===== src/rtl/therm_gray_pkg.sv =====
package therm_gray_pkg;

  // Strobes passed from the control to the datapath
  typedef struct packed {
    logic captureEn;   // load the comparator word register
    logic updateEn;    // load the result registers
  } enc_strobe_t;

endpackage


===== src/rtl/therm_gray_ctrl.sv =====
module therm_gray_ctrl
  import therm_gray_pkg::*;
(
  input  logic        clk,
  input  logic        rst,
  input  logic        cmpValid,
  output enc_strobe_t strobes,
  output logic        outValid
);

  logic stageValid;

  always_ff @(posedge clk) begin
    if (rst) begin
      stageValid <= 1'b0;
      outValid   <= 1'b0;
    end else begin
      stageValid <= cmpValid;
      outValid   <= stageValid;
    end
  end

  always_comb begin
    strobes.captureEn = cmpValid;
    strobes.updateEn  = stageValid;
  end

  // a sample produces a valid pulse two edges later
  assert_valid_latency_R7: assert property (@(posedge clk) disable iff (rst)
    cmpValid |=> ##1 outValid);

  // no pulse without a sample taken two edges earlier
  assert_no_spurious_valid_R8: assert property (@(posedge clk) disable iff (rst)
    !cmpValid |=> ##1 !outValid);

endmodule


===== src/rtl/therm_gray_dp.sv =====
module therm_gray_dp
  import therm_gray_pkg::*;
#(
  parameter int RES_BITS = 4
) (
  input  logic                clk,
  input  logic                rst,
  input  enc_strobe_t         strobes,
  input  logic [(1<<RES_BITS)-2:0] cmpWord,
  output logic [RES_BITS-1:0] grayOut,
  output logic [RES_BITS-1:0] binOut,
  output logic [RES_BITS-1:0] prioOut
);

  localparam int NUM_CMP = (1 << RES_BITS) - 1;

  logic [NUM_CMP-1:0]  wordReg;
  logic [RES_BITS-1:0] grayNext;
  logic [RES_BITS-1:0] binNext;
  logic [RES_BITS-1:0] prioNext;

  always_ff @(posedge clk) begin
    if (rst)                    wordReg <= '0;
    else if (strobes.captureEn) wordReg <= cmpWord;
  end

  // Top Gray bit: the mid-scale comparator alone
  assign grayNext[RES_BITS-1] = wordReg[(1 << (RES_BITS-1)) - 1];

  // Lower Gray bits: OR of (one at start) AND (zero at start + 2^(k+1))
  for (genvar k = 0; k < RES_BITS-1; k++) begin : g_grayBit
    localparam int STEP  = 1 << (k + 2);
    localparam int FIRST = 1 << k;
    localparam int SPAN  = 1 << (k + 1);
    localparam int TERMS = 1 << (RES_BITS - k - 2);
    logic acc;
    always_comb begin
      acc = 1'b0;
      for (int m = 0; m < TERMS; m++) begin
        acc = acc | (wordReg[FIRST + m*STEP - 1] & ~wordReg[FIRST + m*STEP + SPAN - 1]);
      end
    end
    assign grayNext[k] = acc;
  end

  // Gray to binary, MSB downward
  always_comb begin
    binNext[RES_BITS-1] = grayNext[RES_BITS-1];
    for (int k = RES_BITS-2; k >= 0; k--) begin
      binNext[k] = binNext[k+1] ^ grayNext[k];
    end
  end

  // Reference highest-one search
  always_comb begin
    prioNext = '0;
    for (int i = 0; i < NUM_CMP; i++) begin
      if (wordReg[i]) prioNext = RES_BITS'(i + 1);
    end
  end

  always_ff @(posedge clk) begin
    if (rst) begin
      grayOut <= '0;
      binOut  <= '0;
      prioOut <= '0;
    end else if (strobes.updateEn) begin
      grayOut <= grayNext;
      binOut  <= binNext;
      prioOut <= prioNext;
    end
  end

  // on a clean thermometer word the Gray path agrees with the search
  assert_clean_match_R1: assert property (@(posedge clk) disable iff (rst)
    (strobes.updateEn && ((wordReg & (wordReg + 1'b1)) == '0)) |=> (binOut == prioOut));

  // binary output re-encodes to the Gray output
  assert_bin_gray_R4: assert property (@(posedge clk) disable iff (rst)
    strobes.updateEn |=> ((binOut ^ (binOut >> 1)) == grayOut));

  // results hold when no update strobe
  assert_hold_R8: assert property (@(posedge clk) disable iff (rst)
    !strobes.updateEn |=> ($stable(grayOut) && $stable(binOut) && $stable(prioOut)));

endmodule


===== src/rtl/therm_gray_enc.sv =====
module therm_gray_enc
  import therm_gray_pkg::*;
#(
  parameter int RES_BITS = 4
) (
  input  logic                        clk,
  input  logic                        rst,
  input  logic                        cmpValid,
  input  logic [(1<<RES_BITS)-2:0]    cmpWord,
  output logic [RES_BITS-1:0]         grayOut,
  output logic [RES_BITS-1:0]         binOut,
  output logic [RES_BITS-1:0]         prioOut,
  output logic                        outValid
);

  enc_strobe_t strobes;

  therm_gray_ctrl ctrl_i (
    .clk      (clk),
    .rst      (rst),
    .cmpValid (cmpValid),
    .strobes  (strobes),
    .outValid (outValid)
  );

  therm_gray_dp #(.RES_BITS(RES_BITS)) dp_i (
    .clk     (clk),
    .rst     (rst),
    .strobes (strobes),
    .cmpWord (cmpWord),
    .grayOut (grayOut),
    .binOut  (binOut),
    .prioOut (prioOut)
  );

  // first cycle after reset shows cleared outputs
  assert_reset_clear_R9: assert property (@(posedge clk) disable iff (rst)
    $fell(rst) |-> (!outValid && grayOut == '0 && binOut == '0 && prioOut == '0));

endmodule


===== config.mk =====
export PLATFORM = sky130hd
export DESIGN_NAME = therm_gray_enc
export DESIGN_NICKNAME = d
export VERILOG_FILES = /design/src/rtl/therm_gray_pkg.sv /design/src/rtl/therm_gray_ctrl.sv /design/src/rtl/therm_gray_dp.sv /design/src/rtl/therm_gray_enc.sv
export SDC_FILE = /design/constraint.sdc
export NUM_CORES = 1
export LEC_CHECK = 0
export CAP_MARGIN = 10
export CORE_UTILIZATION = 45
export CTS_BUF_LIST = sky130_fd_sc_hd__clkbuf_2
export DETAILED_ROUTE_END_ITERATION = 8
export HOLD_SLACK_MARGIN = 0.1
export MAX_ROUTING_LAYER = met4
export PLACE_DENSITY = 0.81
export SLEW_MARGIN = 10
export SYNTH_ARGS = -nofsm -noshare
export SYNTH_HDL_FRONTEND = slang
export SYNTH_HIERARCHICAL = 1
export SYNTH_SLANG_ARGS = --single-unit
export TNS_END_PERCENT = 30

===== constraint.sdc =====
create_clock -name clk -period 2.04 [get_ports clk]
set_input_delay 0.612 -clock clk [delete_from_list [all_inputs] [get_ports clk]]
set_output_delay 0.612 -clock clk [all_outputs]
set_load 0.02 [all_outputs]

-- Word-level counts from Yosys, hierarchy flattened
Cells that the tools add are included.
- bitwise operators: 21
- muxes and demuxes: 15
- operators with widths (operator ; count):
    2-to-1 mux 4 bit ; 8
    2-to-1 mux 3 bit ; 4
    AND 1 bit ; 7
    NOT 1 bit ; 7
    2-to-1 mux 2 bit ; 2
    OR 1 bit ; 4
    XOR 1 bit ; 3
    2-to-1 mux 1 bit ; 1
- flip-flop bits (word level): 29
- word-level logic and storage cells: 42
- input bits: 18

-- Depth between registers and ports, before layout
Gate-level depths: netlist of the first run.
- depth after elaboration: 15
- mapped depth: 5
- gate-level depth less buffers: 5

-- Modules after synthesis
The synthesis of the first run kept the hierarchy.
- modules (own cells, without submodules) (module ; cells an instance ; sequential area each (µm²) ; times used ; area each (µm²)):
    therm_gray_dp ; 116 ; 520.5 ; 1 ; 1132.3
    therm_gray_ctrl ; 6 ; 40.0 ; 1 ; 67.6

-- Least setup slack after synthesis of the first run
No wires, ideal clock.
- path type: input port to flip-flop
- start point: input port cmpValid
- end point: register dp_i.wordReg[6]
- arrival: 1.371 ns
- buffers on the path: 3
- setup time: 0.128 ns
- setup slack: 0.541 ns
- stages on the path: 5
- cell sequence: buf_4 buf_2 buf_2 mux2i_1 nor2_1
- RTL lines (what ; line ; text):
    from (decl) ; therm_gray_enc.sv:8 ; input logic cmpValid,
    to (signal assigned) ; therm_gray_dp.sv:24 ; else if (strobes.captureEn) wordReg <= cmpWord;
    to (decl) ; therm_gray_dp.sv:17 ; logic [NUM_CMP-1:0] wordReg;

==> results of run 1 <==
[cell type report]
cell class                 instances  area, um^2
sequential                        28         561
inverter                           7        26.3
tap                               30        37.5
fill                             208         902
timing repair buffer              33         364
clock inverter                     1        30.0
multi-input combinational         78         564
clock buffer                       3        15.0
[registers in the layout (all words and copies together), names as in the netlist]
signal / count
ctrl_i/stageValid: 1
dp_i/binOut: 3
dp_i/grayOut: 4
dp_i/prioOut: 4
ctrl_i/outValid: 1
dp_i/wordReg: 15
[cells in the final DEF (no fill, tap or decap), types with 2 or more instances in the layout]
cell and count:
sky130_fd_sc_hd__dlymetal6s2s_1 12, sky130_fd_sc_hd__a21oi_1 3, sky130_fd_sc_hd__dfxtp_1 28, sky130_fd_sc_hd__clkbuf_2 3
sky130_fd_sc_hd__inv_1 6, sky130_fd_sc_hd__mux2i_1 18, sky130_fd_sc_hd__clkdlybuf4s50_1 17, sky130_fd_sc_hd__a211oi_1 6
sky130_fd_sc_hd__o21bai_1 2, sky130_fd_sc_hd__nor2b_1 2, sky130_fd_sc_hd__buf_4 2, sky130_fd_sc_hd__nor2_1 28
sky130_fd_sc_hd__o22ai_1 2, sky130_fd_sc_hd__nor4_1 2
[per-layer routing]
layer,part of all wire,vias to the layer above,routed length (um),track usage
met5,0,-,0,-
met4,0.014,0,35,0.0877
met3,0.037,2,94,0.0282
met2,0.49,20,1240,0.333
met1,0.45,424,1140,0.247
li1,-,472,-,-
[cell usage after synthesis, drive strengths merged (2+ instances only)]
master / count
clkbuf: 3
a21oi: 3
mux2i: 18
nor2b: 3
buf: 6
o22ai: 2
o21ai: 2
a211oi: 7
nor2: 28
nor4: 2
inv: 7
o21bai: 2
xnor2: 2
dfxtp: 28
[timing repair]
action	CTS	global route
setup endpoints to repair	1	12
gates resized for setup	1	12
hold buffers	0	0
[cell families (layout without fill, tap and decap cells)]
family / after synthesis / after routing / synth area share
simple gates: 35 / 35 / 0.129
compound gates: 22 / 22 / 0.156
flops: 28 / 28 / 0.467
mux: 18 / 18 / 0.150
buf+inv: 16 / 44 / 0.0626
xor+xnor: 3 / 3 / 0.0344
[final timing paths]
| check | startpoint | slack (ns) | to | cells after the start |
|---|---|---|---|---|
| worst max-delay path | dp_i/grayOut[3] | 0.27 | binOut[3] | 1 |
| worst min-delay path | dp_i/prioOut[2] | 0.51 | dp_i/prioOut[2] | 2 |
| worst max register to register | dp_i/wordReg[13] | 0.61 | dp_i/binOut[0] | 5 |
| worst min register to register | dp_i/prioOut[2] | 0.51 | dp_i/prioOut[2] | 2 |
[stage by stage]
stage | instance area, um^2 | cells
after floorplan | 1200 | 122
after global routing | 1600 | 180
after detailed placement | 1520 | 176
after global placement | 1520 | 176
after CTS | 1570 | 180
final | 1600 | 180
[power by group]
part | internal, W | switching [W]
Clock | 0.000169 | 0.000170
Combinational | 0.000120 | 0.000104
Sequential | 0.000584 | 0.0000335
==> flow_results.xml, run 1 <==
<?xml version="1.0" encoding="UTF-8"?>
<metrics>
  <group name="status">
    <metric name="outcome" unit="">finished clean</metric>
  </group>
  <group name="drt">
    <metric name="wl_per_cell" unit="um">13.9</metric>
    <metric name="drt_iter0_markers" unit="">10</metric>
    <metric name="detailedRoute.firstPassIterationCount" unit="">4</metric>
    <metric name="vias" unit="">918</metric>
    <metric name="final_routed_drc_violation_total" unit="">0</metric>
    <metric name="via_per_inst" unit="">5.10</metric>
    <metric name="antenna_violating_nets_remaining" unit="">0</metric>
    <metric name="detail_route.wirelength" unit="um">2510</metric>
  </group>
  <group name="floorplan">
    <metric name="starting_density" unit="">0.480</metric>
    <metric name="design.portCount" unit="">31</metric>
    <metric name="fp.coreArea" unit="um^2">2500</metric>
    <metric name="die-width" unit="um">53.6</metric>
    <metric name="die_area" unit="um^2">2880</metric>
    <metric name="die_h" unit="um">53.6</metric>
    <metric name="fp-row-count" unit="">18</metric>
  </group>
  <group name="global_route">
    <metric name="vias_in_the_first_global_route" unit="">889</metric>
    <metric name="grt_util_all_layers" unit="">0.203</metric>
    <metric name="grt_start_max_net_pins" unit="">28</metric>
    <metric name="initial_antenna_violation_count" unit="">0</metric>
    <metric name="grt-ovfl-total" unit="">0</metric>
    <metric name="global_route_wire_length_before_repair" unit="um">4030</metric>
  </group>
  <group name="power_and_ir_drop">
    <metric name="max-vdd-ir-drop" unit="mV">0.568</metric>
    <metric name="power.total" unit="W">0.00118</metric>
    <metric name="leakage" unit="nW">0.820</metric>
    <metric name="powerDensity" unit="nW/um^2">739</metric>
  </group>
  <group name="sta">
    <metric name="setup_ws" unit="ns">0.274</metric>
    <metric name="report.final.setup_viol" unit="">0</metric>
    <metric name="rsz_0062_raised_after_global_routing" unit="">false</metric>
    <metric name="period_utilization_post_route" unit="">0.866</metric>
    <metric name="timing.final.crit_period" unit="ns">1.77</metric>
    <metric name="fin_skew" unit="ns">0.0137</metric>
    <metric name="max_clk_rate" unit="GHz">0.566</metric>
    <metric name="tightestPinTransition" unit="ns">0.424</metric>
    <metric name="report.final.slew_viol_count" unit="">0</metric>
    <metric name="finalHoldWorstSlack" unit="ns">0.506</metric>
    <metric name="finalHoldViolations" unit="">0</metric>
    <metric name="setup-tns-final" unit="ns">0</metric>
    <metric name="timing.max_slew.rel_slack" unit="">0.715</metric>
  </group>
  <group name="synth">
    <metric name="syn-num-nets" unit="">140</metric>
    <metric name="postSynthCellCount" unit="">122</metric>
    <metric name="synth_seq_area_share" unit="">0.467</metric>
    <metric name="edff_count_synth" unit="">0</metric>
    <metric name="synth_area_leaders" unit="">sky130_fd_sc_hd__dfxtp_1 (47%), sky130_fd_sc_hd__mux2i_1 (15%), sky130_fd_sc_hd__nor2_1 (8.8%), sky130_fd_sc_hd__a211oi_1 (3.8%), sky130_fd_sc_hd__a221oi_4 (2.2%)</metric>
    <metric name="synth-seq-cells" unit="">28</metric>
    <metric name="yosys.area.top_type" unit="">sky130_fd_sc_hd__dfxtp_1</metric>
    <metric name="synth-warning-count" unit="">6</metric>
    <metric name="netlist_area" unit="um^2">1200</metric>
    <metric name="syn-mean-instance-area" unit="um^2">9.84</metric>
    <metric name="asyncSetResetFlopFracSynth" unit="">0</metric>
    <metric name="yosys.cell_types.count" unit="">29</metric>
    <metric name="dominantRegCellSynth" unit="">sky130_fd_sc_hd__dfxtp_1</metric>
    <metric name="synthDominantCellAreaShare" unit="">0.467</metric>
  </group>
  <group name="clock_tree">
    <metric name="htree_levels" unit="">1</metric>
    <metric name="cts_setup_buffers" unit="">0</metric>
    <metric name="cts_num_sinks" unit="">28</metric>
    <metric name="clockBufferDepth" unit="">2</metric>
    <metric name="insertion_delay" unit="ns">0.38</metric>
    <metric name="clock-root-buffer" unit="">sky130_fd_sc_hd__clkbuf_2</metric>
    <metric name="cts_buffers" unit="">3</metric>
    <metric name="clkTransAtPathRegs" unit="ns">0.27</metric>
    <metric name="cts_tree" unit="">done</metric>
  </group>
  <group name="hold_path">
    <metric name="holdCritPathClass" unit="">register to register</metric>
  </group>
  <group name="layout">
    <metric name="insertedDiodeCount" unit="">0</metric>
    <metric name="share_of_the_core_filled_with_cells_in_the_final_layout" unit="">0.639</metric>
    <metric name="drive_above_1_share" unit="">0.0933</metric>
    <metric name="nNetsFinal" unit="">169</metric>
    <metric name="layout-area-overhead-vs-synth" unit="%">33.2</metric>
  </group>
  <group name="setup_path">
    <metric name="worstPathCellList" unit="">dlygate4sd2_1</metric>
    <metric name="crit_arrival" unit="ns">1.15</metric>
    <metric name="cp_delay_by_family_top" unit="">flip-flops</metric>
    <metric name="crit_path_end_kind" unit="">output port</metric>
    <metric name="setup.worst_path.class" unit="">register to output port</metric>
    <metric name="cp_launch_type" unit="">register</metric>
    <metric name="worstPathBufferInverterCount" unit="">1</metric>
    <metric name="timing.critical_path.slowest_stage_cell" unit="">sky130_fd_sc_hd__dfxtp_1</metric>
    <metric name="cpPeakStageDelay" unit="ns">0.42</metric>
    <metric name="required" unit="ns">1.43</metric>
    <metric name="critPathMaxFanout" unit="">3</metric>
  </group>
  <group name="placement">
    <metric name="place.gp.congestion" unit="">0.826</metric>
    <metric name="dp_hpwl" unit="um">1870</metric>
    <metric name="numPortBuffers" unit="">30</metric>
    <metric name="pre_cts_ws" unit="ns">0.323</metric>
  </group>
  <group name="run">
    <metric name="drv_cap" unit="">0</metric>
  </group>
</metrics>
No activity file was read; power rests on OpenSTA's default activity.
==> run 2, diff against run 1 <==
Settings changed: PLACE_DENSITY 0.81 to 0.82.
==> run 2 against run 1 <==
Against the previous run:
- cell count is 0.56% lower
- highest routed layer unchanged
- setup slack worse by 0.19 ns
- first-iteration DRC count grew to 2.7 times the previous value
- routed wire length is 4.5% lower
- clock power is 45% lower
- global-route usage is 0.18 points lower
- utilization is 2.3 points lower
- via count is 1.4% higher
- die area stayed put
==> flow_results.xml, run 2 (synthesis results as in run 1) <==
<?xml version="1.0" encoding="UTF-8"?>
<metrics>
  <group name="status">
    <metric name="outcome" unit="">finished clean</metric>
  </group>
  <group name="floorplan">
    <metric name="fp-row-count" unit="">18</metric>
    <metric name="die_area" unit="um^2">2880</metric>
    <metric name="fp.coreArea" unit="um^2">2500</metric>
    <metric name="starting_density" unit="">0.480</metric>
    <metric name="design.portCount" unit="">31</metric>
    <metric name="die_h" unit="um">53.6</metric>
    <metric name="die-width" unit="um">53.6</metric>
  </group>
  <group name="drt">
    <metric name="wl_per_cell" unit="um">13.4</metric>
    <metric name="detail_route.wirelength" unit="um">2400</metric>
    <metric name="antenna_violating_nets_remaining" unit="">0</metric>
    <metric name="final_routed_drc_violation_total" unit="">0</metric>
    <metric name="via_per_inst" unit="">5.20</metric>
    <metric name="vias" unit="">931</metric>
    <metric name="drt_iter0_markers" unit="">27</metric>
    <metric name="detailedRoute.firstPassIterationCount" unit="">4</metric>
  </group>
  <group name="power_and_ir_drop">
    <metric name="power.net_switching" unit="W">0.000284</metric>
    <metric name="leakage" unit="nW">0.625</metric>
    <metric name="max-vdd-ir-drop" unit="mV">0.406</metric>
    <metric name="switching_share_of_power" unit="">0.275</metric>
    <metric name="power.share.clock" unit="">0.180</metric>
    <metric name="powerDensity" unit="nW/um^2">668</metric>
    <metric name="sequentialPowerShare" unit="">0.601</metric>
    <metric name="combinationalPowerShare" unit="">0.219</metric>
    <metric name="cell_int_power" unit="W">0.000747</metric>
  </group>
  <group name="setup_path">
    <metric name="cpPeakStageDelay" unit="ns">0.61</metric>
    <metric name="required" unit="ns">1.43</metric>
    <metric name="crit_path_end_kind" unit="">output port</metric>
    <metric name="timing.critical_path.slowest_stage_cell" unit="">sky130_fd_sc_hd__clkdlybuf4s50_1</metric>
    <metric name="worstPathCellList" unit="">clkdlybuf4s50_1</metric>
    <metric name="critPathMaxFanout" unit="">3</metric>
    <metric name="cp_delay_by_family_top" unit="">buffers and inverters</metric>
    <metric name="crit_arrival" unit="ns">1.34</metric>
    <metric name="cp_launch_type" unit="">register</metric>
    <metric name="setup.worst_path.class" unit="">register to output port</metric>
    <metric name="worstPathBufferInverterCount" unit="">1</metric>
  </group>
  <group name="sta">
    <metric name="max_clk_rate" unit="GHz">0.512</metric>
    <metric name="timing.max_slew.rel_slack" unit="">0.710</metric>
    <metric name="tightestPinTransition" unit="ns">0.425</metric>
    <metric name="period_utilization_post_route" unit="">0.958</metric>
    <metric name="report.final.setup_viol" unit="">0</metric>
    <metric name="rsz_0062_raised_after_global_routing" unit="">false</metric>
    <metric name="fin_skew" unit="ns">0.00192</metric>
    <metric name="setup-tns-final" unit="ns">0</metric>
    <metric name="report.final.slew_viol_count" unit="">0</metric>
    <metric name="timing.final.crit_period" unit="ns">1.95</metric>
    <metric name="setup_ws" unit="ns">0.0866</metric>
    <metric name="finalHoldViolations" unit="">0</metric>
  </group>
  <group name="layout">
    <metric name="nNetsFinal" unit="">169</metric>
    <metric name="layout-area-overhead-vs-synth" unit="%">28.5</metric>
    <metric name="share_of_the_core_filled_with_cells_in_the_final_layout" unit="">0.617</metric>
    <metric name="drive_above_1_share" unit="">0.0872</metric>
    <metric name="largest_register" unit="">dp_i/wordReg</metric>
    <metric name="layout.cells.most_common_list" unit="">sky130_fd_sc_hd__clkdlybuf4s50_1 (29), sky130_fd_sc_hd__dfxtp_1 (28), sky130_fd_sc_hd__nor2_1 (28), sky130_fd_sc_hd__mux2i_1 (18)</metric>
    <metric name="reg.largest.list" unit="">dp_i/wordReg x15, dp_i/grayOut x4, dp_i/prioOut x4</metric>
    <metric name="insertedDiodeCount" unit="">0</metric>
    <metric name="number_of_flip_flops_in_the_largest_register" unit="">15</metric>
    <metric name="most_common_library_cell_in_the_layout_ignoring_fill_and_taps" unit="">sky130_fd_sc_hd__clkdlybuf4s50_1</metric>
  </group>
  <group name="hold_path">
    <metric name="holdCritPathClass" unit="">register to register</metric>
  </group>
  <group name="clock_tree">
    <metric name="clockBufferDepth" unit="">2</metric>
    <metric name="cts_setup_buffers" unit="">0</metric>
    <metric name="htree_levels" unit="">1</metric>
    <metric name="cts_num_sinks" unit="">28</metric>
    <metric name="clock-root-buffer" unit="">sky130_fd_sc_hd__clkbuf_2</metric>
    <metric name="number_of_buffers_inserted_for_hold_repair_after_clock_tree_synthesis" unit="">0</metric>
    <metric name="insertion_delay" unit="ns">0.33</metric>
    <metric name="cts_tree" unit="">done</metric>
    <metric name="clkTransAtPathRegs" unit="ns">0.23</metric>
    <metric name="cts_buffers" unit="">3</metric>
    <metric name="postCtsResizedCells" unit="">0</metric>
  </group>
  <group name="placement">
    <metric name="numPortBuffers" unit="">30</metric>
    <metric name="place.gp.congestion" unit="">0.822</metric>
    <metric name="dp_hpwl" unit="um">1810</metric>
    <metric name="pre_cts_ws" unit="ns">0.342</metric>
  </group>
  <group name="run">
    <metric name="drv_cap" unit="">0</metric>
  </group>
  <group name="global_route">
    <metric name="grt-ovfl-total" unit="">0</metric>
    <metric name="grt_start_max_net_pins" unit="">28</metric>
    <metric name="grt_util_all_layers" unit="">0.201</metric>
    <metric name="initial_antenna_violation_count" unit="">0</metric>
    <metric name="global_route_wire_length_before_repair" unit="um">4070</metric>
    <metric name="vias_in_the_first_global_route" unit="">901</metric>
  </group>
</metrics>
==> run 2: cell count changes in the layout (fill, tap and decap cells not counted), sizes merged <==
cell,change
bufinv,-1
clkdlybuf4s50,+12
dlymetal6s2s,-11
dlygate4sd2,-1
==> run 2: final cells by class <==
| class | count | area [um^2] |
|---|---|---|
| fill | 225 | 958 |
| multi-input combinational | 78 | 564 |
| sequential | 28 | 561 |
| timing repair buffer | 33 | 338 |
| tap | 30 | 37.5 |
| inverter | 7 | 26.3 |
| clock buffer | 3 | 15.0 |
==> run 2: worst min-delay path, delay by kind of cell (launching register included) <==
kind	cells	cell delay (ns)
compound gates	1	0.05
flops	1	0.37
simple gates	1	0.08
==> run 2: worst paths after layout <==
check | endpoint | from | slack, ns | cells after the start
setup / recovery | binOut[3] | dp_i/grayOut[3] | 0.09 | 1
hold / removal | dp_i/grayOut[0] | dp_i/grayOut[0] | 0.51 | 2
setup reg to reg | dp_i/binOut[0] | dp_i/wordReg[13] | 0.62 | 5
hold reg to reg | dp_i/grayOut[0] | dp_i/grayOut[0] | 0.51 | 2
==> run 2: routing by layer <==
metal  wire (um)  GRT usage  vias to the layer above
li1            -          -                      476
met1        1070      0.246                      428
met2        1200      0.333                       23
met3          94     0.0282                        4
met4          26     0.0789                        0
met5           0          -                        -
==> run 2: power groups by stage <==
stage,clock [W],combinational (W),sequential (W)
after floorplan,0,0.000123,0.000639
after global placement,0,0.000220,0.000628
after detailed placement,0,0.000226,0.000629
after CTS,0.000189,0.000227,0.000619
after global routing,0.000210,0.000247,0.000625
final,0.000186,0.000225,0.000619
==> run 2: per-stage QoR <==
stage | instances | hold slack [ns] | power, W | cell area, um^2
floorplan | 122 | 0.439 | 0.000762 | 1200
global placement | 176 | 0.478 | 0.000848 | 1520
detailed placement | 176 | 0.482 | 0.000855 | 1520
CTS | 179 | 0.506 | 0.00103 | 1540
global route | 179 | 0.532 | 0.00108 | 1540
finish | 179 | 0.506 | 0.00103 | 1540
